--- src/rtl/fsc_pkg.sv ---
package fsc_pkg;
   // status register bit positions
   localparam int unsigned IVIOL_B  = 0;
   localparam int unsigned DVIOL_B  = 1;
   localparam int unsigned PVALID_B = 2;
   localparam int unsigned IBERR_B  = 8;
   localparam int unsigned DBERR_B  = 9;
   localparam int unsigned BVALID_B = 10;
   localparam int unsigned STAT_W   = 11;

   // address register slots
   localparam int unsigned CAP_PROT = 0;
   localparam int unsigned CAP_BUS  = 1;
   localparam int unsigned N_CAP    = 2;

   typedef enum logic [1:0] {
      RA_STATUS = 2'd0,
      RA_PADDR  = 2'd1,
      RA_BADDR  = 2'd2,
      RA_NONE   = 2'd3
   } reg_sel_e;
endpackage

--- src/rtl/fsc_classify.sv ---
module fsc_classify
   import fsc_pkg::*;
#(
   parameter int unsigned CODE_W   = 4,
   parameter logic [3:0]  BUS_CODE = 4'h8
) (
   input  logic                 valid_i,
   input  logic                 is_data_i,
   input  logic [CODE_W-1:0]    code_i,
   output logic [STAT_W-1:0]    set_o,
   output logic [N_CAP-1:0]     cap_o,
   output logic                 prot_o,
   output logic                 bus_o
);
   logic is_bus;
   assign is_bus = (code_i[3:0] == BUS_CODE);

   always_comb begin
      set_o  = '0;
      cap_o  = '0;
      prot_o = 1'b0;
      bus_o  = 1'b0;
      if (valid_i) begin
         if (is_bus) begin
            bus_o = 1'b1;
            if (is_data_i) begin
               set_o[DBERR_B]  = 1'b1;
               set_o[BVALID_B] = 1'b1;
               cap_o[CAP_BUS]  = 1'b1;
            end else begin
               set_o[IBERR_B]  = 1'b1;
            end
         end else begin
            prot_o = 1'b1;
            if (is_data_i) begin
               set_o[DVIOL_B]  = 1'b1;
               set_o[PVALID_B] = 1'b1;
               cap_o[CAP_PROT] = 1'b1;
            end else begin
               set_o[IVIOL_B]  = 1'b1;
            end
         end
      end
   end
endmodule

--- src/rtl/fsc_status_reg.sv ---
module fsc_status_reg #(
   parameter int unsigned W = 11
) (
   input  logic         clk,
   input  logic         rst_n,
   input  logic [W-1:0] set_i,
   input  logic [W-1:0] clr_i,
   output logic [W-1:0] stat_o
);
   logic [W-1:0] stat_q;

   always_ff @(posedge clk or negedge rst_n) begin
      if (!rst_n) stat_q <= '0;
      else        stat_q <= (stat_q & ~clr_i) | set_i;
   end

   assign stat_o = stat_q;

   AST_STICKY: assert property (@(posedge clk) disable iff (!rst_n)
      1'b1 |=> ((stat_q & $past(stat_q & ~clr_i)) == $past(stat_q & ~clr_i)));
   AST_SET_WINS: assert property (@(posedge clk) disable iff (!rst_n)
      1'b1 |=> ((stat_q & $past(set_i)) == $past(set_i)));
endmodule

--- src/rtl/fsc_addr_reg.sv ---
module fsc_addr_reg #(
   parameter int unsigned ADDR_W = 32
) (
   input  logic              clk,
   input  logic              rst_n,
   input  logic              cap_i,
   input  logic [ADDR_W-1:0] addr_i,
   output logic [ADDR_W-1:0] addr_o
);
   logic [ADDR_W-1:0] addr_q;

   always_ff @(posedge clk or negedge rst_n) begin
      if (!rst_n)     addr_q <= '0;
      else if (cap_i) addr_q <= addr_i;
   end

   assign addr_o = addr_q;

   AST_ADDR_HOLD: assert property (@(posedge clk) disable iff (!rst_n)
      !cap_i |=> $stable(addr_q));
   AST_ADDR_NEWEST: assert property (@(posedge clk) disable iff (!rst_n)
      cap_i |=> (addr_q == $past(addr_i)));
endmodule

--- src/rtl/fsc_unit.sv ---
module fsc_unit
   import fsc_pkg::*;
#(
   parameter int unsigned ADDR_W    = 32,
   parameter int unsigned CODE_W    = 4,
   parameter int unsigned DATA_W    = 32,
   parameter int unsigned READ_LAT  = 0,
   parameter logic [3:0]  BUS_CODE  = 4'h8
) (
   input  logic              clk,
   input  logic              rst_n,
   input  logic              flt_valid,
   input  logic              flt_is_data,
   input  logic [CODE_W-1:0] flt_code,
   input  logic [ADDR_W-1:0] flt_addr,
   input  logic [1:0]        reg_addr,
   input  logic              reg_wr,
   input  logic [DATA_W-1:0] reg_wdata,
   output logic [DATA_W-1:0] reg_rdata,
   output logic              prot_pend,
   output logic              bus_pend
);
   if (CODE_W < 4) begin : g_bad_code
      $error("fsc_unit: CODE_W must be at least 4");
   end
   if (ADDR_W > DATA_W) begin : g_bad_addr
      $error("fsc_unit: ADDR_W must not exceed DATA_W");
   end
   if (DATA_W < STAT_W) begin : g_bad_data
      $error("fsc_unit: DATA_W too narrow for status");
   end
   if (READ_LAT > 1) begin : g_bad_lat
      $error("fsc_unit: READ_LAT must be 0 or 1");
   end

   logic [STAT_W-1:0] set_mask, clr_mask, stat;
   logic [N_CAP-1:0]  cap;
   logic              prot_c, bus_c;
   logic              prot_q, bus_q;
   logic [ADDR_W-1:0] addr_q [N_CAP];
   logic [DATA_W-1:0] rd_c;

   fsc_classify #(.CODE_W(CODE_W), .BUS_CODE(BUS_CODE)) u_cls (
      .valid_i  (flt_valid),
      .is_data_i(flt_is_data),
      .code_i   (flt_code),
      .set_o    (set_mask),
      .cap_o    (cap),
      .prot_o   (prot_c),
      .bus_o    (bus_c)
   );

   assign clr_mask = (reg_wr && reg_addr == RA_STATUS) ? reg_wdata[STAT_W-1:0] : '0;

   fsc_status_reg #(.W(STAT_W)) u_stat (
      .clk   (clk),
      .rst_n (rst_n),
      .set_i (set_mask),
      .clr_i (clr_mask),
      .stat_o(stat)
   );

   for (genvar gi = 0; gi < N_CAP; gi++) begin : g_addr
      fsc_addr_reg #(.ADDR_W(ADDR_W)) u_areg (
         .clk   (clk),
         .rst_n (rst_n),
         .cap_i (cap[gi]),
         .addr_i(flt_addr),
         .addr_o(addr_q[gi])
      );
   end

   always_ff @(posedge clk or negedge rst_n) begin
      if (!rst_n) begin
         prot_q <= 1'b0;
         bus_q  <= 1'b0;
      end else begin
         prot_q <= prot_c;
         bus_q  <= bus_c;
      end
   end
   assign prot_pend = prot_q;
   assign bus_pend  = bus_q;

   always_comb begin
      unique case (reg_addr)
         RA_STATUS: rd_c = DATA_W'(stat);
         RA_PADDR:  rd_c = DATA_W'(addr_q[CAP_PROT]);
         RA_BADDR:  rd_c = DATA_W'(addr_q[CAP_BUS]);
         default:   rd_c = '0;
      endcase
   end

   if (READ_LAT == 0) begin : g_rd_comb
      assign reg_rdata = rd_c;
   end else begin : g_rd_reg
      logic [DATA_W-1:0] rd_q;
      always_ff @(posedge clk or negedge rst_n) begin
         if (!rst_n) rd_q <= '0;
         else        rd_q <= rd_c;
      end
      assign reg_rdata = rd_q;
   end

   AST_PEND_EXCL: assert property (@(posedge clk) disable iff (!rst_n)
      !(prot_pend && bus_pend));
   AST_BUS_CLASS: assert property (@(posedge clk) disable iff (!rst_n)
      (flt_valid && flt_code[3:0] == BUS_CODE) |=> (bus_pend && !prot_pend));
   AST_PROT_CLASS: assert property (@(posedge clk) disable iff (!rst_n)
      (flt_valid && flt_code[3:0] != BUS_CODE) |=> (prot_pend && !bus_pend));
   AST_NO_PEND_IDLE: assert property (@(posedge clk) disable iff (!rst_n)
      !flt_valid |=> (!prot_pend && !bus_pend));
   AST_PADDR_LOAD: assert property (@(posedge clk) disable iff (!rst_n)
      (flt_valid && flt_is_data && flt_code[3:0] != BUS_CODE)
      |=> (addr_q[CAP_PROT] == $past(flt_addr)));
   AST_BADDR_LOAD: assert property (@(posedge clk) disable iff (!rst_n)
      (flt_valid && flt_is_data && flt_code[3:0] == BUS_CODE)
      |=> (addr_q[CAP_BUS] == $past(flt_addr)));
   AST_IFETCH_NOCAP: assert property (@(posedge clk) disable iff (!rst_n)
      (flt_valid && !flt_is_data)
      |=> ($stable(addr_q[CAP_PROT]) && $stable(addr_q[CAP_BUS])));
endmodule

--- config.mk ---
export PLATFORM = sky130hd
export DESIGN_NAME = fsc_unit
export DESIGN_NICKNAME = d
export VERILOG_FILES = /design/src/rtl/fsc_pkg.sv /design/src/rtl/fsc_classify.sv /design/src/rtl/fsc_status_reg.sv /design/src/rtl/fsc_addr_reg.sv /design/src/rtl/fsc_unit.sv
export SDC_FILE = /design/constraint.sdc
export NUM_CORES = 1
export LEC_CHECK = 0
export ABC_CLOCK_PERIOD_IN_PS = 1720
export BUFFER_PORTS_ARGS = -buffer_cell sky130_fd_sc_hd__buf_2
export CORE_MARGIN = 3
export CORE_UTILIZATION = 50
export CTS_CLUSTER_DIAMETER = 80
export CTS_CLUSTER_SIZE = 30
export DETAILED_ROUTE_END_ITERATION = 8
export GPL_TIMING_DRIVEN = 0
export HOLD_SLACK_MARGIN = 0.06
export PLACE_DENSITY = 0.79
export SETUP_SLACK_MARGIN = 0.1
export SLEW_MARGIN = 20
export SYNTH_ARGS = -nofsm -noshare
export SYNTH_HDL_FRONTEND = slang
export SYNTH_SLANG_ARGS = --single-unit
--- constraint.sdc ---
create_clock -name clk -period 1.72 [get_ports clk]
set_input_delay 0.086 -clock clk [delete_from_list [all_inputs] [get_ports clk]]
set_output_delay 0.086 -clock clk [all_outputs]
set_load 0.02 [all_outputs]
# Word-level counts from Yosys, hierarchy flattened
# Index checks and enable logic that the tools add are counted.
# op_classes
eq_ne	3
muxes	16
n_bitwise	3
reduce_logical	2
# op_table
op	count
one-hot mux 32 bit (3 select lines)	1
2-to-1 mux 3 bit	4
bitwise AND 11 bit	1
2-to-1 mux 11 bit	1
NOT 11 bit	1
bitwise OR 11 bit	1
2-to-1 mux 1 bit	8
equality test 4 bit (second input constant)	1
2-to-1 mux 2 bit	2
equality test 2 x 1 -> 1 bit (second input constant)	1
equality test 2 bit (second input constant)	1
logical NOT 2 bit	1
logical AND 1 bit	1
# totals
ff_bits	77
inputBits	75
out_inout_bits	34
elab_cells	29

# Depth between registers and ports, before layout
# depth
ltp_word	6
ltp_mapped	5
mapped_depth_nobuf	3

# Hierarchy
# From an unflattened synthesis, not the netlist that was laid out.
# hier_totals
hier_cells	257
hier_area_um2	3826.2
# by_module_without_submodules
mod	instances	cells_each	area_each_um2	seq_area_each_um2
fsc_addr_reg	2	68	1345.0	800.8
fsc_unit	1	68	603.1	50.0
fsc_status_reg	1	33	399.1	275.3
fsc_classify	1	20	133.9	0.0

# Worst setup path after synthesis
# No wires, ideal clock.
# synth_path
path_type	input -> register
from	input port flt_code[1]
to	register g_addr[1].u_areg.addr_q[10]
setup_time_ns	0.125
t_arrival_ns	1.166
required_time_ns	1.595
slack_ns	0.429
cell_stages	5
n_path_buf	2
path_cell_list	nor4b_4 > and3_1 > buf_6 > buf_12 > mux2_4
# synth_via
elab_chain_cells	3
# synth_lines
element	line_no	text
start: declaration	fsc_unit.sv:14	input logic [CODE_W-1:0] flt_code,
equality test 4 bit	fsc_classify.sv:16	assign is_bus = (code_i[3:0] == BUS_CODE);
2-to-1 mux 1 bit	fsc_classify.sv:24	if (is_bus) begin
2-to-1 mux 2 bit	fsc_classify.sv:23	if (valid_i) begin
end signal: assignment	fsc_addr_reg.sv:14	else if (cap_i) addr_q <= addr_i;
end: declaration	fsc_addr_reg.sv:10	logic [ADDR_W-1:0] addr_q;
# Every way passes these cells.
# A chain may end at the register's enable or synchronous reset.

# Final worst setup path
# layout_path
from	input port reg_addr[0]
to	output port reg_rdata[19]
# layout_via
elab_chain_cells	2
word_cells_on_any_way	4
classes_between	eq/ne (2); mux (1); reduce/logical (1)
# layout_lines
element	line_no	text
start: declaration	fsc_unit.sv:16	input logic [1:0] reg_addr,
equality test 2 bit (tied with other cells)	fsc_unit.sv:86	unique case (reg_addr)
one-hot mux 32 bit (3 select lines) (*)	fsc_unit.sv:86	
end: declaration	fsc_unit.sv:19	output logic [DATA_W-1:0] reg_rdata,
# Every way passes the cells marked *; elsewhere a longest branch is shown, timed or not.

==> parameters.txt <==
Parameter                              Value

Floorplan
  Placeable Area ... 0.00653 sq mm
  Ports placed on the boundary ... 109
  Effective utilization at floorplan ... 0.529
  Core Rows ... 29
  Die Ht ... 89.1 microns
  Area enclosed by the die boundary ... 0.00794 sq mm
  Overall die width ... 89.1 microns

Worst setup path
  CP bufs+invs ... 3
  Worst endpoint data arrival time ... 1300 ps
  Startpoint types ... input port
  Most numerous cell on the critical path ... sky130_fd_sc_hd__buf_2
  Cells traversed along the worst timing path ... buf_2 > nor2b_1 > clkbuf_1 > a22o_1 > buf_2
  Path type of the worst setup path ... in2out
  Crit end category ... output pin
  Required arrival time at the worst endpoint ... 1630 ps
  Slowest stage delay, CP ... 450 ps
  Critical Path Slowest Stage Cell ... sky130_fd_sc_hd__clkbuf_1
  Top fanout value on the critical path ... 10
  Family with the most delay on the worst path ... buffers and inverters

Logic synthesis
  Average cell area after synthesis ... 14.5 sq um
  Number of distinct library cell variants in the gate-level netlist after synthesis ... 21
  Dominant register cell in the synthesized netlist ... sky130_fd_sc_hd__dfrtp_1
  Share of async-settable or async-resettable flops after synthesis ... 1.00
  Instance count of the mapped netlist ... 238
  Sequential area share after synthesis ... 0.558
  Post-synth EDFFs ... 0
  Cell area after synthesis ... 0.00345 sq mm
  Warning count from the yosys run ... 0
  Net count of the mapped netlist ... 313
  Post-synthesis register bit count ... 77

Detailed routing
  Vias ... 2,491
  Number of routed nets with antenna violations ... 0
  Remaining DRCs ... 0
  Total Routed Length ... 7760 microns
  Via-to-Cell Ratio ... 5.37
  Starting DRT DRC Count ... 79
  Wire length per cell after detailed routing ... 16.7 microns
  Detailed-routing iteration count for the pre-antenna-repair pass ... 4

Timing
  Time the final worst path needs with I/O delays and setup ... 1380 ps
  Final hold viol count ... 0
  Final max-slew violation count ... 0
  Period utilization ... 0.805
  Highest clock rate ... 0.722 GHz
  Transition time at the pin with the least slew margin ... 535 ps
  Final Skew ... 0 ps
  Setup tns final ... 0 ps
  RSZ-0062 raised after global routing ... no
  Number of setup violations in the final report ... 0
  Worst rel slew slack ... 0.644

Clock tree
  Clock edge transition at the registers on the reported setup and hold paths ... 80 ps
  Max H-tree Level ... 3
  Max clock buf depth ... 2
  Root cell of the clock tree ... sky130_fd_sc_hd__clkbuf_8
  Number of sinks handled by clock tree synthesis ... 77
  Insertion delay to the later sink of the worst-skew pair ... 330 ps
  Post-CTS Repair Setup Buffers ... 0
  Total clock buffers created by CTS ... 9
  Clock tree from TritonCTS ... built

Layout
  Layout filler cell count ... 458
  Synthesis-to-finish area growth ... 35.0%
  Total area of multi-input combinational cells ... 0.00140 sq mm
  Number of diodes added for antenna fixing ... 0
  Sequential cell area in the final layout ... 0.00193 sq mm
  Final cell area excluding filler cells ... 0.00466 sq mm
  Final std cells w/o fill ... 464
  Net count, final ... 457
  Fraction of final layout cells with drive strength greater than 1 ... 0.468

Place
  Number of buffers inserted by port buffering ... 87
  Count of placed standard cells including taps ... 403
  Placed Instance Area ... 0.00401 sq mm
  Gpl congestion ... 0.766
  Half-perimeter wire length after placement ... 5170 microns

Global routing
  Overall global routing resource usage ... 0.202
  Largest net degree at the start of global routing ... 50
  Number of global-route vias before repair ... 2,531
  Global-route wire length before repair ... 12,100 microns
  Antenna violations before repair ... 0
  Global route total overflow ... 0

Worst hold path
  Kind of path behind the tightest hold check ... in2reg

Run
  Max_cap viols ... 0

Power
  Total leakage power ... 2.27 nW
  Power per cell area ... 969 mW/mm^2
  Peak ir drop on the vdd network ... 471 uV

Status
  Outcome ... complete, no violations
==> cell usage in the layout (no fill, tap or decap) <==
| master | count |
|---|---|
| sky130_fd_sc_hd__clkbuf_1 | 7 |
| sky130_fd_sc_hd__mux2_4 | 28 |
| sky130_fd_sc_hd__dfrtp_1 | 77 |
| sky130_fd_sc_hd__nand2_1 | 18 |
| sky130_fd_sc_hd__and3_1 | 1 |
| sky130_fd_sc_hd__buf_2 | 90 |
| sky130_fd_sc_hd__clkinvlp_4 | 1 |
| sky130_fd_sc_hd__and2b_2 | 1 |
| sky130_fd_sc_hd__o21ai_0 | 11 |
| sky130_fd_sc_hd__buf_6 | 1 |
| sky130_fd_sc_hd__a21boi_0 | 5 |
| sky130_fd_sc_hd__clkbuf_8 | 10 |
| sky130_fd_sc_hd__and2_2 | 1 |
| sky130_fd_sc_hd__a21o_1 | 4 |
| sky130_fd_sc_hd__dlygate4sd3_1 | 45 |
| sky130_fd_sc_hd__buf_12 | 3 |
| sky130_fd_sc_hd__nor3b_1 | 1 |
| sky130_fd_sc_hd__buf_16 | 1 |
| sky130_fd_sc_hd__mux2_2 | 36 |
| sky130_fd_sc_hd__bufinv_16 | 1 |
| sky130_fd_sc_hd__a22o_1 | 23 |
| sky130_fd_sc_hd__mux2i_1 | 11 |
| sky130_fd_sc_hd__inv_1 | 1 |
| sky130_fd_sc_hd__nor2_2 | 1 |
| sky130_fd_sc_hd__clkbuf_2 | 3 |
| sky130_fd_sc_hd__clkinv_2 | 2 |
| sky130_fd_sc_hd__nor4b_4 | 1 |
| sky130_fd_sc_hd__nor2b_1 | 2 |
| sky130_fd_sc_hd__buf_4 | 1 |
==> layer usage <==
metal	vias up	wire length, microns	track usage
met5	-	0	0
met4	0	138	0.0812
met1	1258	3490	0.271
met3	12	350	0.0387
met2	77	3790	0.324
li1	1144	-	-
==> sequential cells by signal, indices dropped and copies added, names as in the netlist <==
register / count
g_addr.u_areg.addr_o: 64
u_stat.stat_o: 11
bus_pend: 1
prot_pend: 1
==> synth_stat cells, drive strengths merged, types with 2 or more instances <==
library cell	number	share of area
dfrtp	77	0.56
mux2	64	0.24
a22o	23	0.058
nand2	18	0.020
mux2i	11	0.032
o21ai	11	0.016
buf	8	0.026
clkbuf	8	0.0087
a21boi	5	0.011
a21o	4	0.0087
nor2b	2	0.0036
==> where the power goes <==
group,leakage [nW],internal [mW],switching (mW),total (mW)
combinational,1.22,0.543,0.388,0.931
clock,0.0964,0.707,0.623,1.33
sequential,0.950,2.10,0.160,2.26
total,2.27,3.35,1.17,4.52
==> path summary, 6_finish.rpt <==
path | startpoint | to | slack, ps | cells after the start
worst max-delay path | reg_addr[0] | reg_rdata[19] | 340 | 5
worst min-delay path | flt_is_data | u_stat.stat_o[8] | 100 | 3
worst max register to register | g_addr[1].u_areg.addr_o[21] | g_addr[1].u_areg.addr_o[21] | 930 | 1
worst min register to register | u_stat.stat_o[9] | u_stat.stat_o[9] | 490 | 1
max in group asynchronous | rst_n | g_addr[0].u_areg.addr_o[28] | 920 | 3
min in group asynchronous | rst_n | g_addr[1].u_areg.addr_o[5] | 240 | 2
==> area by class of cell <==
| type | count | share of cell area |
|---|---|---|
| plain buffers | 16 | 0.0268 |
| repair buffers | 133 | 0.197 |
| clock buffers | 12 | 0.0311 |
| multi-input cells | 144 | 0.300 |
| well taps | 77 | 0.0207 |
| clock inverters | 4 | 0.0102 |
| inverters | 1 | 0.000805 |
| flip-flops and latches | 77 | 0.413 |
==> timing repair <==
action                     in CTS  in global routing
setup endpoints to repair       0                 16
hold buffers                   45                  0
gates resized for setup         0                  6
hold endpoints to repair      147                  0
==> cells by family (layout without fill, tap and decap cells) <==
logic type,count (synthesis),after routing,share of synthesized area
AO/OA/AOI/OAI,43,43,0.0939
buffers and inverters,17,166,0.0362
flip-flops,77,77,0.558
multiplexers,75,75,0.271
AND/OR/NAND/NOR,26,26,0.0406
==> per-stage QoR <==
stage	total power [mW]	worst slack, ps	hold WS (ps)	utilization
global route	4.72	197	115	0.714
CTS	4.55	217	96.1	0.713
floorplan	2.85	429	-210	-
finish	4.52	335	100	0.714
global placement	3.09	85.9	268	0.610
detailed placement	3.14	178	44.7	0.615
(Power assumes the default switching activity.)
